### src/rtl/tune_pkg.sv
package tune_pkg;
  typedef enum logic [2:0] {
    ST_IDLE, ST_INH, ST_ACK, ST_LRST, ST_NEXT, ST_SCAN, ST_PLACE
  } tune_st_e;

  localparam logic [2:0]  MODE_SDR50     = 3'd2;
  localparam logic [2:0]  MODE_SDR104    = 3'd3;
  localparam logic [5:0]  TUNE_CMD_IDX   = 6'd19;
  localparam logic [2:0]  TUNE_CMD_FLAGS = 3'b111;
  localparam logic [11:0] TUNE_BLK_BYTES = 12'd64;
endpackage

### src/rtl/tune_ms_tick.sv
module tune_ms_tick #(
  parameter int DIV = 125000
) (
  input  logic clk,
  input  logic rst_n,
  input  logic clr,
  output logic tick
);
  localparam int CW = (DIV > 1) ? $clog2(DIV) : 1;
  logic [CW-1:0] cnt_q, cnt_d;

  always_comb begin
    tick  = 1'b0;
    cnt_d = cnt_q;
    if (clr) begin
      cnt_d = '0;
    end else if (cnt_q == CW'(DIV - 1)) begin
      cnt_d = '0;
      tick  = 1'b1;
    end else begin
      cnt_d = cnt_q + 1'b1;
    end
  end

  always_ff @(posedge clk or negedge rst_n) begin
    if (!rst_n) cnt_q <= '0;
    else        cnt_q <= cnt_d;
  end
endmodule

### src/rtl/tune_result_map.sv
module tune_result_map #(
  parameter int N  = 255,
  parameter int IW = 8
) (
  input  logic          clk,
  input  logic          rst_n,
  input  logic          clr,
  input  logic          wr_en,
  input  logic [IW-1:0] wr_idx,
  input  logic          wr_val,
  output logic [N-1:0]  map
);
  for (genvar g = 0; g < N; g++) begin : g_bit
    logic hit;
    assign hit = wr_en && (wr_idx == IW'(g));
    always_ff @(posedge clk or negedge rst_n) begin
      if (!rst_n)   map[g] <= 1'b0;
      else if (clr) map[g] <= 1'b0;
      else if (hit) map[g] <= wr_val;
    end
  end
endmodule

### src/rtl/tune_window_search.sv
module tune_window_search #(
  parameter int N = 255,
  parameter int W = 8
) (
  input  logic         clk,
  input  logic         rst_n,
  input  logic         go,
  input  logic [N-1:0] map,
  output logic         fin,
  output logic [W-1:0] best_start,
  output logic [W-1:0] best_len
);
  logic         busy_q, busy_d;
  logic [W-1:0] idx_q, idx_d;
  logic [W-1:0] run_s_q, run_s_d, run_l_q, run_l_d;
  logic [W-1:0] bst_s_q, bst_s_d, bst_l_q, bst_l_d;
  logic         bit_here, at_end;

  // idx == N is a virtual failing tap that closes a run ending at N-1
  assign at_end   = (idx_q == W'(N));
  assign bit_here = at_end ? 1'b0 : map[idx_q];
  assign fin      = busy_q && at_end;

  always_comb begin
    busy_d  = busy_q;
    idx_d   = idx_q;
    run_s_d = run_s_q;
    run_l_d = run_l_q;
    bst_s_d = bst_s_q;
    bst_l_d = bst_l_q;
    if (go) begin
      busy_d  = 1'b1;
      idx_d   = '0;
      run_l_d = '0;
      bst_s_d = '0;
      bst_l_d = '0;
    end else if (busy_q) begin
      if (bit_here) begin
        if (run_l_q == '0) run_s_d = idx_q;
        run_l_d = run_l_q + 1'b1;
      end else begin
        if ((run_l_q > bst_l_q) && (run_l_q > W'(1))) begin
          bst_s_d = run_s_q;
          bst_l_d = run_l_q;
        end
        run_l_d = '0;
      end
      if (at_end) busy_d = 1'b0;
      else        idx_d  = idx_q + 1'b1;
    end
  end

  always_ff @(posedge clk or negedge rst_n) begin
    if (!rst_n) begin
      busy_q  <= 1'b0;
      idx_q   <= '0;
      run_s_q <= '0;
      run_l_q <= '0;
      bst_s_q <= '0;
      bst_l_q <= '0;
    end else begin
      busy_q  <= busy_d;
      idx_q   <= idx_d;
      run_s_q <= run_s_d;
      run_l_q <= run_l_d;
      bst_s_q <= bst_s_d;
      bst_l_q <= bst_l_d;
    end
  end

  assign best_start = bst_s_q;
  assign best_len   = bst_l_q;
endmodule

### src/rtl/tap_tune_engine.sv
module tap_tune_engine
  import tune_pkg::*;
#(
  parameter int TAP_W    = 8,
  parameter int TAP_LSB  = 16,
  parameter int TICK_DIV = 125000,
  parameter int INHIB_MS = 10,
  parameter int POLL_MS  = 5
) (
  input  logic             clk,
  input  logic             rst_n,
  input  logic             start,
  input  logic [2:0]       bus_mode,
  input  logic             sdr50_tune_req,
  input  logic             cmd_inhibit,
  input  logic             dat_inhibit,
  input  logic [31:0]      clk_ctrl_in,
  input  logic             trial_ack,
  input  logic             rsp_data_avail,
  input  logic             rsp_crc_err,
  input  logic             rsp_tuned_ok,
  output logic             trial_req,
  output logic [5:0]       trial_cmd_idx,
  output logic [2:0]       trial_cmd_flags,
  output logic [11:0]      trial_blk_bytes,
  output logic [31:0]      trial_arg,
  output logic             rst_cmd_line,
  output logic             rst_dat_line,
  output logic [TAP_W-1:0] tap_out,
  output logic [31:0]      clk_ctrl_out,
  output logic             done,
  output logic [TAP_W-1:0] best_start,
  output logic [TAP_W-1:0] best_len,
  output logic             tune_err
);
  localparam int NUM_TAPS = (1 << TAP_W) - 1;
  localparam int MAXMS    = (INHIB_MS > POLL_MS) ? INHIB_MS : POLL_MS;
  localparam int MSW      = $clog2(MAXMS + 1);

  tune_st_e         st_q, st_d;
  logic [TAP_W-1:0] tap_q, tap_d;
  logic             pass_q, pass_d, conf_q, conf_d;
  logic             done_q, done_d, err_q, err_d;
  logic [MSW-1:0]   ms_q, ms_d;
  logic             tick, tick_clr, map_clr, map_wr, scan_go, scan_fin;
  logic [NUM_TAPS-1:0] pass_map;
  logic [TAP_W-1:0] win_start, win_len, fin_tap;
  logic [TAP_W+1:0] len_x3;
  logic             tune_ok, trial_good;

  tune_ms_tick #(.DIV(TICK_DIV)) u_tick (
    .clk(clk), .rst_n(rst_n), .clr(tick_clr), .tick(tick)
  );

  tune_result_map #(.N(NUM_TAPS), .IW(TAP_W)) u_map (
    .clk(clk), .rst_n(rst_n), .clr(map_clr), .wr_en(map_wr),
    .wr_idx(tap_q), .wr_val(pass_q), .map(pass_map)
  );

  tune_window_search #(.N(NUM_TAPS), .W(TAP_W)) u_search (
    .clk(clk), .rst_n(rst_n), .go(scan_go), .map(pass_map),
    .fin(scan_fin), .best_start(win_start), .best_len(win_len)
  );

  assign tune_ok    = (bus_mode == MODE_SDR104) ||
                      ((bus_mode == MODE_SDR50) && sdr50_tune_req);
  assign trial_good = rsp_data_avail && !rsp_crc_err && rsp_tuned_ok;
  assign len_x3     = {2'b00, win_len} + {1'b0, win_len, 1'b0};
  assign fin_tap    = win_start + len_x3[TAP_W+1:2];

  always_comb begin
    st_d    = st_q;
    tap_d   = tap_q;
    pass_d  = pass_q;
    conf_d  = conf_q;
    done_d  = 1'b0;
    err_d   = err_q;
    map_clr = 1'b0;
    map_wr  = 1'b0;
    scan_go = 1'b0;
    unique case (st_q)
      ST_IDLE: begin
        if (start) begin
          err_d = 1'b0;
          if (tune_ok) begin
            map_clr = 1'b1;
            tap_d   = '0;
            conf_d  = 1'b0;
            st_d    = ST_INH;
          end else begin
            done_d = 1'b1;
          end
        end
      end
      ST_INH: begin
        if (!cmd_inhibit && !dat_inhibit) begin
          st_d = ST_ACK;
        end else if (ms_q == MSW'(INHIB_MS)) begin
          pass_d = 1'b0;
          st_d   = ST_NEXT;
        end
      end
      ST_ACK: begin
        if (trial_ack) begin
          pass_d = trial_good;
          st_d   = trial_good ? ST_NEXT : ST_LRST;
        end else if (ms_q == MSW'(POLL_MS)) begin
          pass_d = 1'b0;
          st_d   = ST_LRST;
        end
      end
      ST_LRST: st_d = ST_NEXT;
      ST_NEXT: begin
        if (conf_q) begin
          err_d  = !pass_q;
          done_d = 1'b1;
          st_d   = ST_IDLE;
        end else begin
          map_wr = 1'b1;
          if (tap_q == TAP_W'(NUM_TAPS - 1)) begin
            scan_go = 1'b1;
            st_d    = ST_SCAN;
          end else begin
            tap_d = tap_q + 1'b1;
            st_d  = ST_INH;
          end
        end
      end
      ST_SCAN: if (scan_fin) st_d = ST_PLACE;
      ST_PLACE: begin
        tap_d  = fin_tap;
        conf_d = 1'b1;
        st_d   = ST_INH;
      end
      default: st_d = ST_IDLE;
    endcase
  end

  // every state change restarts the millisecond base
  assign tick_clr = (st_d != st_q);

  always_comb begin
    ms_d = ms_q;
    if (tick_clr)                          ms_d = '0;
    else if (tick && ms_q != MSW'(MAXMS))  ms_d = ms_q + 1'b1;
  end

  always_ff @(posedge clk or negedge rst_n) begin
    if (!rst_n) begin
      st_q   <= ST_IDLE;
      tap_q  <= '0;
      pass_q <= 1'b0;
      conf_q <= 1'b0;
      done_q <= 1'b0;
      err_q  <= 1'b0;
      ms_q   <= '0;
    end else begin
      st_q   <= st_d;
      tap_q  <= tap_d;
      pass_q <= pass_d;
      conf_q <= conf_d;
      done_q <= done_d;
      err_q  <= err_d;
      ms_q   <= ms_d;
    end
  end

  always_comb begin
    clk_ctrl_out = clk_ctrl_in;
    clk_ctrl_out[TAP_LSB +: TAP_W] = tap_q;
  end

  assign trial_req       = (st_q == ST_ACK);
  assign rst_cmd_line    = (st_q == ST_LRST);
  assign rst_dat_line    = (st_q == ST_LRST);
  assign trial_cmd_idx   = TUNE_CMD_IDX;
  assign trial_cmd_flags = TUNE_CMD_FLAGS;
  assign trial_blk_bytes = TUNE_BLK_BYTES;
  assign trial_arg       = '0;
  assign tap_out         = tap_q;
  assign done            = done_q;
  assign tune_err        = err_q;
  assign best_start      = win_start;
  assign best_len        = win_len;
endmodule

### config.mk
export PLATFORM = sky130hd
export DESIGN_NAME = tap_tune_engine
export DESIGN_NICKNAME = d
export VERILOG_FILES = /design/src/rtl/tune_pkg.sv /design/src/rtl/tune_ms_tick.sv /design/src/rtl/tune_result_map.sv /design/src/rtl/tune_window_search.sv /design/src/rtl/tap_tune_engine.sv
export SDC_FILE = /design/constraint.sdc
export NUM_CORES = 1
export LEC_CHECK = 0
export BUFFER_PORTS_ARGS = -buffer_cell sky130_fd_sc_hd__buf_2
export CAP_MARGIN = 30
export CORE_MARGIN = 2
export CORE_UTILIZATION = 35
export DETAILED_ROUTE_END_ITERATION = 8
export HOLD_SLACK_MARGIN = 0.06
export PLACE_DENSITY = 0.49
export RECOVER_POWER = 25
export SYNTH_ARGS = -nofsm -noshare
export SYNTH_HDL_FRONTEND = slang
export SYNTH_SLANG_ARGS = --single-unit
### constraint.sdc
create_clock -name clk -period 3.7 [get_ports clk]
set_input_delay 0.37 -clock clk [delete_from_list [all_inputs] [get_ports clk]]
set_output_delay 0.37 -clock clk [all_outputs]
set_load 0.02 [all_outputs]
# ---- Word level (Yosys, flattened, before mapping)
# Cells that the tools add are included.
dict set report totals {
  register_bits 332
  elab_cells 1672
  output_inout_bits 114
}
dict set report classes {
  n_addsub 7
  n_reduce_logical 539
  n_eq_ne 278
  magnitude_cmp 3
  mux 575
  bitwise 1
}
# operator n
set ops {}
lappend ops {{8-bit == test (second input constant)} 128}
lappend ops {{1-bit 2-to-1 mux} 536}
lappend ops {{2-bit nonzero test} 261}
lappend ops {{8-bit by 7-bit == test with 1-bit output (second input constant)} 64}
lappend ops {{1-bit logical AND} 262}
lappend ops {{8-bit by 6-bit == test with 1-bit output (second input constant)} 32}
lappend ops {{8-bit 2-to-1 mux} 18}
lappend ops {{8-bit by 5-bit == test with 1-bit output (second input constant)} 16}
lappend ops {{8-bit by 4-bit == test with 1-bit output (second input constant)} 8}
lappend ops {{17-bit 2-to-1 mux} 2}
lappend ops {{8-bit by 3-bit == test with 1-bit output (second input constant)} 4}
lappend ops {{3-bit 2-to-1 mux} 10}
lappend ops {{8-bit by 1-bit adder with 8-bit output (second input constant)} 3}
lappend ops {{8-bit case mux with 3 select lines} 1}
lappend ops {{3-bit case mux with 7 select lines} 1}
lappend ops {{2-bit != test (second input constant)} 9}
lappend ops {{17-bit by 1-bit adder with 17-bit output (second input constant)} 1}
lappend ops {{17-bit == test (second input constant)} 1}
lappend ops {{8-bit by 2-bit == test with 1-bit output (second input constant)} 2}
lappend ops {{8-bit zero test} 2}
lappend ops {{3-bit by 2-bit == test with 1-bit output (second input constant)} 4}
lappend ops {{8-bit by 9-bit adder with 10-bit output} 1}
lappend ops {{3-bit == test (second input constant)} 3}
lappend ops {{8-bit by 9-bit less-than comparator with 1-bit output (second input constant)} 1}
lappend ops {{other kinds (23)} 33}

# ---- Longest topological paths before layout
# Gate-level depths: netlist (run 1).
dict set report depth {
  word_depth 11
  depth_mapped 14
  depth_no_buf 14
}

# ---- By module
# From an unflattened synthesis (run 1), not the netlist that was laid out.
dict set report hier_totals {
  cells_unflattened 1985
  hier_area_um2 20776.2
}
# mod n_inst cells_each area_each_um2
set modules_own_cells {}
lappend modules_own_cells {tune_result_map 1 1192 13017.5}
lappend modules_own_cells {tune_window_search 1 400 4362.9}
lappend modules_own_cells {tap_tune_engine 1 304 2526.2}
lappend modules_own_cells {tune_ms_tick 1 89 869.6}

# ---- Worst setup path after synthesis (run 1)
# OpenSTA, ideal clock, no wires.
dict set report synth_path {
  path_kind {flip-flop to flip-flop}
  startpoint {register u_search.bst_l_q[1] (netlist: u_search.best_len[1])}
  endpoint {register tap_q[7] (netlist: tap_out[7])}
  synth_period_minus_slack_ns 2.964
  path_buffers 0
  setup_time_ns 0.126
  arrival_ns 2.838
  required_ns 3.574
  path_slack_ns 0.736
  path_stages_with_launch 15
  path_cell_list {dfrtp_1 > ha_1 > a31o_2 > a21oi_1 > o21bai_1 > a21oi_1 > nor2b_1 > nor2_1 > o21bai_1 > xnor2_1 > ha_1 > a21oi_1 > o21ai_0 > xor2_1 > a221o_1}
}
dict set report synth_between {
  elab_chain_cells 3
}
# element line
set synth_lines {}
lappend synth_lines {{from (decl)} tune_window_search.sv:16} ;# logic [W-1:0] bst_s_q, bst_s_d, bst_l_q, bst_l_d;
lappend synth_lines {{from (signal assigned)} tune_window_search.sv:67} ;# bst_l_q <= bst_l_d;
lappend synth_lines {{8-bit by 9-bit adder with 10-bit output} tap_tune_engine.sv:68} ;# assign len_x3 = {2'b00, win_len} + {1'b0, win_len, 1'b0};
lappend synth_lines {{8-bit adder} tap_tune_engine.sv:69} ;# assign fin_tap = win_start + len_x3[TAP_W+1:2];
lappend synth_lines {{8-bit case mux with 3 select lines} tap_tune_engine.sv:81} ;# unique case (st_q)
lappend synth_lines {{to (signal assigned)} tap_tune_engine.sv:159} ;# tap_q <= tap_d;
lappend synth_lines {{to (decl)} tap_tune_engine.sv:41} ;# logic [TAP_W-1:0] tap_q, tap_d;
# No other way between the ends.
# A chain may end at the register's enable or synchronous reset.

# ---- Worst setup path after layout (run 1)
dict set report layout_path {
  startpoint {register u_search.idx_q[0]}
  endpoint {register u_search.run_s_q[3]}
}
dict set report layout_between {
  elab_chain_cells 4
  word_cells_on_any_way 5
  classes_between {eq/ne (1); mux (3); reduce/logical (1)}
}
# element line
set layout_lines {}
lappend layout_lines {{from (decl)} tune_window_search.sv:14} ;# logic [W-1:0] idx_q, idx_d;
lappend layout_lines {{from (signal assigned)} tune_window_search.sv:63} ;# idx_q <= idx_d;
lappend layout_lines {{1-bit binary-select mux with 8-bit select} tune_window_search.sv:21} ;# assign bit_here = at_end ? 1'b0 : map[idx_q];
lappend layout_lines {{1-bit 2-to-1 mux (not written as such)} tune_window_search.sv:21}
lappend layout_lines {{1-bit 2-to-1 mux *} tune_window_search.sv:21}
lappend layout_lines {{4-bit AND reduction (no source line) *} --}
lappend layout_lines {{to (signal assigned)} tune_window_search.sv:64} ;# run_s_q <= run_s_d;
lappend layout_lines {{to (decl)} tune_window_search.sv:15} ;# logic [W-1:0] run_s_q, run_s_d, run_l_q, run_l_d;
# Mark *: on every way between the ends. The rest lies on a longest branch, timed or not. The select of a mux whose other input is x is not followed.

==> results.py, run 1 <==
metrics = {
    "setup_path": {
        "worstPathArrival_ps": 4020,
        "critPathKind": "flop to flop",
        "critPathLaunchType": "flop",
        "crit_path_start": "u_search.idx_q[0]",
        "crit_required_ps": 4140,
        "cp_max_fo": 14,
        "rr_endpoint": "u_search.run_s_q[3]",
        "r2r_cells": 12,
        "r2r_start": "u_search.idx_q[0]",
        "cp-endpoint": "u_search.run_s_q[3]",
        "rrSetupSlack_ps": 110,
        "end_kind": "flop",
    },
    "detailed_routing": {
        "drt_iter0_markers": 1832,
        "final_antenna_net_count": 0,
        "drt_first_pass_iters": 6,
        "avgRoutedWirePerCell_um": 24.0,
        "drt-total-wl_um": 65400,
        "drcViolationCount": 0,
        "vias": 16007,
        "viasPerCell": 5.88,
    },
    "pwr": {
        "pwr_density_cell_nw_per_um2": 603,
        "p_leak_nw": 8.81,
        "ir_drop_mv": 0.471,
    },
    "floorplanning": {
        "rows": 84,
        "die_area_sq_um": 55300,
        "die_height_um": 235,
        "boundaryPins": 159,
        "die_w_um": 235,
        "core_sq_um": 52700,
        "start_util_pct": 35.5,
    },
    "timing": {
        "finalSetupViolations": 0,
        "slew_headroom_pct": -34.5,
        "slew_violations": 72,
        "hold_violations": 0,
        "period_minus_slack_ps": 3590,
        "timing.fmax_mhz": 279,
        "post-route-period-util_pct": 96.9,
        "holdWs_ps": 170,
        "rsz0062_at_grt": "no",
        "tns_ps": 0,
        "skew_ps": 18.8,
        "worstMarginPinSlew_ps": 2020,
    },
    "status": {
        "violations": "max-capacitance violations, max-slew violations",
        "status": "finished with violations",
    },
    "logic_synthesis": {
        "synth_area_per_cell_sq_um": 9.29,
        "synth.ff_latch_count": 332,
        "synth_most_common_cell": "dfrtp_1",
        "synth_ff_type": "dfrtp_1",
        "seq_area_frac_synth_pct": 44.4,
        "synth_area_leaders": "dfrtp_1 (44%), nand3_1 (8.0%), a21oi_1 (7.5%)",
        "synthTopCellsByCount": "dfrtp_1 (332), nand3_1 (298), a21oi_1 (280)",
        "netlist_area_sq_um": 18700,
        "synth_top_area_share_pct": 44.4,
        "synth_edf_count": 0,
        "synth_warnings": 0,
        "synthDistinctLibCells": 73,
        "synth_cells": 2013,
        "async_flop_share_pct": 100,
        "yosys.area.top_type": "dfrtp_1",
    },
    "cells_and_area": {
        "ff_latch_area_sq_um": 8320,
        "drive_gt1_share_pct": 15.6,
        "multi_input_area_sq_um": 9050,
        "nFillCells": 5243,
        "area_delta_synth_final_pct": 12.5,
        "nNetsFinal": 2086,
    },
    "cts": {
        "clk_latency_ps": 570,
        "clkTransAtPathRegs_ps": 60,
        "cts_buffers": 40,
        "cts_tree": "yes",
        "cts.sinks": 332,
        "h-tree-depth": 2,
        "root_buffer": "clkbuf_16",
        "clockBufferDepth": 3,
    },
    "global_route": {
        "grt_pass1_vias": 15496,
        "track_usage_pct": 23.1,
        "grt_max_degree": 136,
        "overflow": 0,
        "antenna_found_initial": 1,
        "grt_pass1_wl_um": 99100,
    },
    "placement": {
        "place_hpwl_um": 39400,
        "port_buffers": 49,
        "place_congestion": 0.866,
    },
    "worst_hold_path": {
        "min_path_type": "primary input to flop",
    },
    "job": {
        "cap_violations": 1,
    },
}
routing by layer:
layer	GRT usage, %	vias up	wire (um)
met5	0	-	16
met4	8.25	2	2100
met1	31.6	8135	28300
met2	36.4	635	30500
met3	4.76	128	4450
li1	-	7107	-
stage by stage:
step / power [mW] / setup WS (ps) / instance area, sq um / instances / utilization (%)
2_1_floorplan: 7.50 / 736 / 18900 / 2064 / -
3_3_place_gp: 8.33 / 120 / 19600 / 2642 / 37.1
3_5_place_dp: 8.43 / 67.5 / 19600 / 2645 / 37.2
4_1_cts: 12.7 / 61.5 / 21000 / 2715 / 39.9
5_1_grt: 13.3 / 115 / 21000 / 2720 / 39.9
6_report: 12.7 / 114 / 21000 / 2721 / 39.9
worst max-delay path, cell delays in order, from the launching register on:
cell	delay [ps]
dfrtp_4	510
buf_12	170
buf_4	150
mux4_2	320
mux4_2	290
nor3b_1	60
or3_1	360
nor4_1	330
o32ai_2	200
buf_4	190
or3_1	420
buf_12	170
mux2_4	290
power breakdown:
part | switching [mW] | internal (mW)
clock | 1.62 | 2.62
combinational | 1.77 | 1.25
sequential | 0.717 | 4.69
placed cells by master (no fill, tap or decap), drive strengths merged, types with 4 or more instances in the layout:
cell type  netlist  final
mux4            53     53
ha              34     34
bufinv           0      5
mux2            13     13
conb             2     53
a21o            12     12
nand2b          10     10
o21bai           4      4
buf            124    166
nand2           68     68
nand3b           4      4
a22o            15     15
xnor2           24     24
inv             26     26
clkbuf         145     61
nand4            9      9
nor3b            5      5
and2             7      7
clkinv           1      5
nor2            81     81
a22oi           14     14
a211oi           7      7
nand3          298    298
nor3            24     24
o21a             5      5
xor2            16     16
a31oi            6      6
and3             9      9
o21ai          281    281
mux2i           36     36
or3             10     10
a21oi          280    280
nor2b           15     15
dfrtp          332    332
or2              6      6
registers in the layout, summed over array words and instances, names as in the netlist, 3 cells and up:
name	flops
tap_out	8
u_search.best_start	8
ms_q	4
u_tick.cnt_q	17
u_search.idx_q	8
u_map.map	255
u_search.run_s_q	8
u_search.run_l_q	8
u_search.best_len	8
st_q	3
layout make-up:
cell class	instances	area share [%]
Clock inverter	9	0.809
Tap cell	688	4.09
Inverter	27	0.482
Sequential cell	332	39.6
Antenna cell	1	0.0119
Clock buffer	60	5.84
Timing Repair Buffer	168	6.20
Multi-Input combinational cell	1436	43.0
logic make-up (layout without fill, tap and decap cells):
group	count (synthesis)	in the layout	share of synthesized area, %
AO/OA/AOI/OAI	643	643	18.6
XOR/XNOR	40	40	1.87
adder cells (fa/ha/maj)	36	36	2.49
buffers and inverters	296	264	8.42
flip-flops	332	332	44.4
multiplexers	102	102	9.25
other	2	54	0.0402
AND/OR/NAND/NOR	562	562	14.9
repair_timing:
| item | 4_1_cts | 5_1_grt |
|---|---|---|
| endpoints found under the setup margin | 0 | 23 |
| resized for setup | 0 | 1 |
| hold buffers | 1 | 0 |
| buffers inserted | 0 | 5 |
| endpoints found under the hold margin | 71 | 0 |
how the worst min path moves through the flow:
| stage | start | endpoint | slack [ps] | cells after the start |
|---|---|---|---|---|
| after floorplan | rst_n | conf_q | 70 | 0 |
| after detailed placement | rst_n | u_tick.cnt_q[0] | 400 | 1 |
| final | bus_mode[1] | conf_q | 170 | 3 |
| after global routing | bus_mode[1] | conf_q | 180 | 3 |
| after global placement | rst_n | u_tick.cnt_q[3] | 390 | 1 |
| after CTS | bus_mode[1] | conf_q | 150 | 3 |
Power figures use the tool's default switching activity.
==> run 2: changes to the inputs <==
--- a/config.mk
+++ b/config.mk
@@ -9,6 +9,7 @@
 export CAP_MARGIN = 30
 export CORE_MARGIN = 2
 export CORE_UTILIZATION = 35
+export CTS_BUF_LIST = sky130_fd_sc_hd__clkbuf_4
 export DETAILED_ROUTE_END_ITERATION = 8
 export HOLD_SLACK_MARGIN = 0.06
 export PLACE_DENSITY = 0.49
==> run 2 against run 1 <==
  * The flow still finishes with violations (max-capacitance violations, max-slew violations)
  * Largest power group unchanged
  * Clock skew rose by 34 ps
  * Die area did not move
  * Final area fell by 0.27%
  * Sequential share of layout area rose by 0.11 points
  * Sequential power barely moved
  * Non-clock buffer count rose by 13
  * Critical path type unchanged
  * Critical path depth did not move
  * Critical endpoint is now u_search.run_s_q[7]
==> results.py, run 2 (synthesis results as in run 1) <==
metrics = {
    "worst_hold_path": {
        "min_path_type": "primary input to flop",
    },
    "cts": {
        "cts.sinks": 332,
        "clk_latency_ps": 850,
        "root_buffer": "clkbuf_4",
        "clkTransAtPathRegs_ps": 60,
        "cts_tree": "yes",
        "clockBufferDepth": 3,
        "h-tree-depth": 3,
        "cts_buffers": 93,
    },
    "timing": {
        "hold_violations": 0,
        "period_minus_slack_ps": 3560,
        "post-route-period-util_pct": 96.2,
        "skew_ps": 52.6,
        "worstMarginPinSlew_ps": 1880,
        "timing.fmax_mhz": 281,
        "slew_violations": 75,
        "tns_ps": 0,
        "setup_ws_ps": 141,
        "finalSetupViolations": 0,
        "rsz0062_at_grt": "no",
        "slew_headroom_pct": -25.6,
    },
    "detailed_routing": {
        "drt_iter0_markers": 1643,
        "avgRoutedWirePerCell_um": 23.3,
        "drt-total-wl_um": 66000,
        "final_antenna_net_count": 0,
        "viasPerCell": 5.77,
        "drt_first_pass_iters": 5,
        "vias": 16368,
        "drcViolationCount": 0,
    },
    "job": {
        "cap_violations": 1,
    },
    "status": {
        "status": "finished with violations",
        "violations": "max-capacitance violations, max-slew violations",
    },
    "placement": {
        "place_congestion": 0.866,
        "port_buffers": 49,
        "place_hpwl_um": 39400,
        "pre_cts_slack_ps": 67.5,
    },
    "pwr": {
        "pwr_density_cell_nw_per_um2": 573,
        "seqPwrFrac_pct": 44.9,
        "p_clk_share_pct": 29.7,
        "p_leak_nw": 8.91,
        "power_frac_comb_pct": 25.3,
        "netSwitchingPower_mw": 4.15,
        "netSwitchingFraction_pct": 34.5,
        "ir_drop_mv": 0.254,
        "intPower_mw": 7.87,
    },
    "setup_path": {
        "crit_chain": "buf_12, buf_4, mux4_2, mux4_2, nor3b_1, or3_1, nor4_1, o32ai_2, buf_4, or3_1, buf_12, mux2_4",
        "crit_family": "simple AND/OR/NAND/NOR gates",
        "worstPathArrival_ps": 4260,
        "cpPeakStageDelay_ps": 510,
        "critPathKind": "flop to flop",
        "end_kind": "flop",
        "crit_required_ps": 4400,
        "critPathLaunchType": "flop",
        "crit_buf_inv": 4,
        "cp_max_fo": 14,
        "crit_slowest_cell": "dfrtp_4",
    },
    "cells_and_area": {
        "nNetsFinal": 2152,
        "mostFrequentLayoutCell": "dfrtp_1",
        "largest_reg_flops": 255,
        "area_delta_synth_final_pct": 12.2,
        "regMostFlops": "u_map.map",
        "top_regs": "u_map.map x255, u_tick.cnt_q x17",
        "drive_gt1_share_pct": 19.1,
        "utilization_pct": 39.8,
        "final_cell_mix": "dfrtp_1 (329), nand3_1 (298), a21oi_1 (280)",
    },
    "floorplanning": {
        "die_w_um": 235,
        "die_area_sq_um": 55300,
        "core_sq_um": 52700,
        "boundaryPins": 159,
        "die_height_um": 235,
        "start_util_pct": 35.5,
        "rows": 84,
    },
    "global_route": {
        "track_usage_pct": 23.4,
        "antenna_found_initial": 4,
        "grt_pass1_wl_um": 100000,
        "overflow": 0,
        "grt_max_degree": 136,
        "grt_pass1_vias": 16073,
    },
}
==> run 2: power by group through the flow <==
stage | clock network (mW) | logic (mW) | registers, mW
2_1_floorplan | 0 | 2.41 | 5.09
3_3_place_gp | 0 | 2.94 | 5.40
3_5_place_dp | 0 | 3.00 | 5.43
4_1_cts | 3.67 | 3.03 | 5.37
5_1_grt | 3.87 | 3.38 | 5.51
6_report | 3.57 | 3.05 | 5.40
==> run 2: path summary, 6_finish.rpt <==
kind,startpoint,to,slack (ps),depth (start not counted)
max,u_search.idx_q[0],u_search.run_s_q[7],140,12
min,sdr50_tune_req,tap_out[3],190,4
max reg2reg,u_search.idx_q[0],u_search.run_s_q[7],140,12
min reg2reg,u_tick.cnt_q[0],u_tick.cnt_q[0],450,1
max in group asynchronous,rst_n,u_map.map[231],820,3
min in group asynchronous,rst_n,u_tick.cnt_q[4],620,2
==> run 2: final cells by class <==
cell class | count | area (sq um)
clock buffers | 152 | 1140
fillers | 5300 | 31700
diodes | 3 | 7.51
well taps | 688 | 861
flip-flops and latches | 332 | 8320
clock inverters | 20 | 101
repair buffers | 181 | 1400
inverters | 27 | 101
multi-input cells | 1436 | 9050
==> run 2: metrics by stage <==
step / hold WS, ps / instances / instance area, sq um / power, mW
floorplan: 74.4 / 2064 / 18900 / 7.50
global placement: 392 / 2642 / 19600 / 8.33
global route: 159 / 2839 / 21000 / 12.8
detailed placement: 404 / 2645 / 19600 / 8.43
finish: 185 / 2839 / 21000 / 12.0
CTS: 85.8 / 2831 / 21000 / 12.1
==> run 2: worst register-to-register path: cells and delay by family, from the launching register on <==
kind,cells,cell delay (ps)
AOI/OAI and AO/OA,1,190
muxes,3,920
DFF,1,510
buffers and inverters,4,680
and+or+nand+nor,4,1170
==> run 2: layer usage <==
layer	vias to the layer above	wire length, um	global-route usage [%]
met1	8238	27800	31.2
met4	2	1870	7.86
met2	689	31100	37.3
met3	132	5310	5.98
met5	-	18	0
li1	7307	-	-
==> run 2: timing repair <==
action	CTS	global route
buffers inserted	0	5
gates resized for setup	0	1
setup endpoints to repair	0	16
hold buffers	14	0
endpoints found under the hold margin	146	0
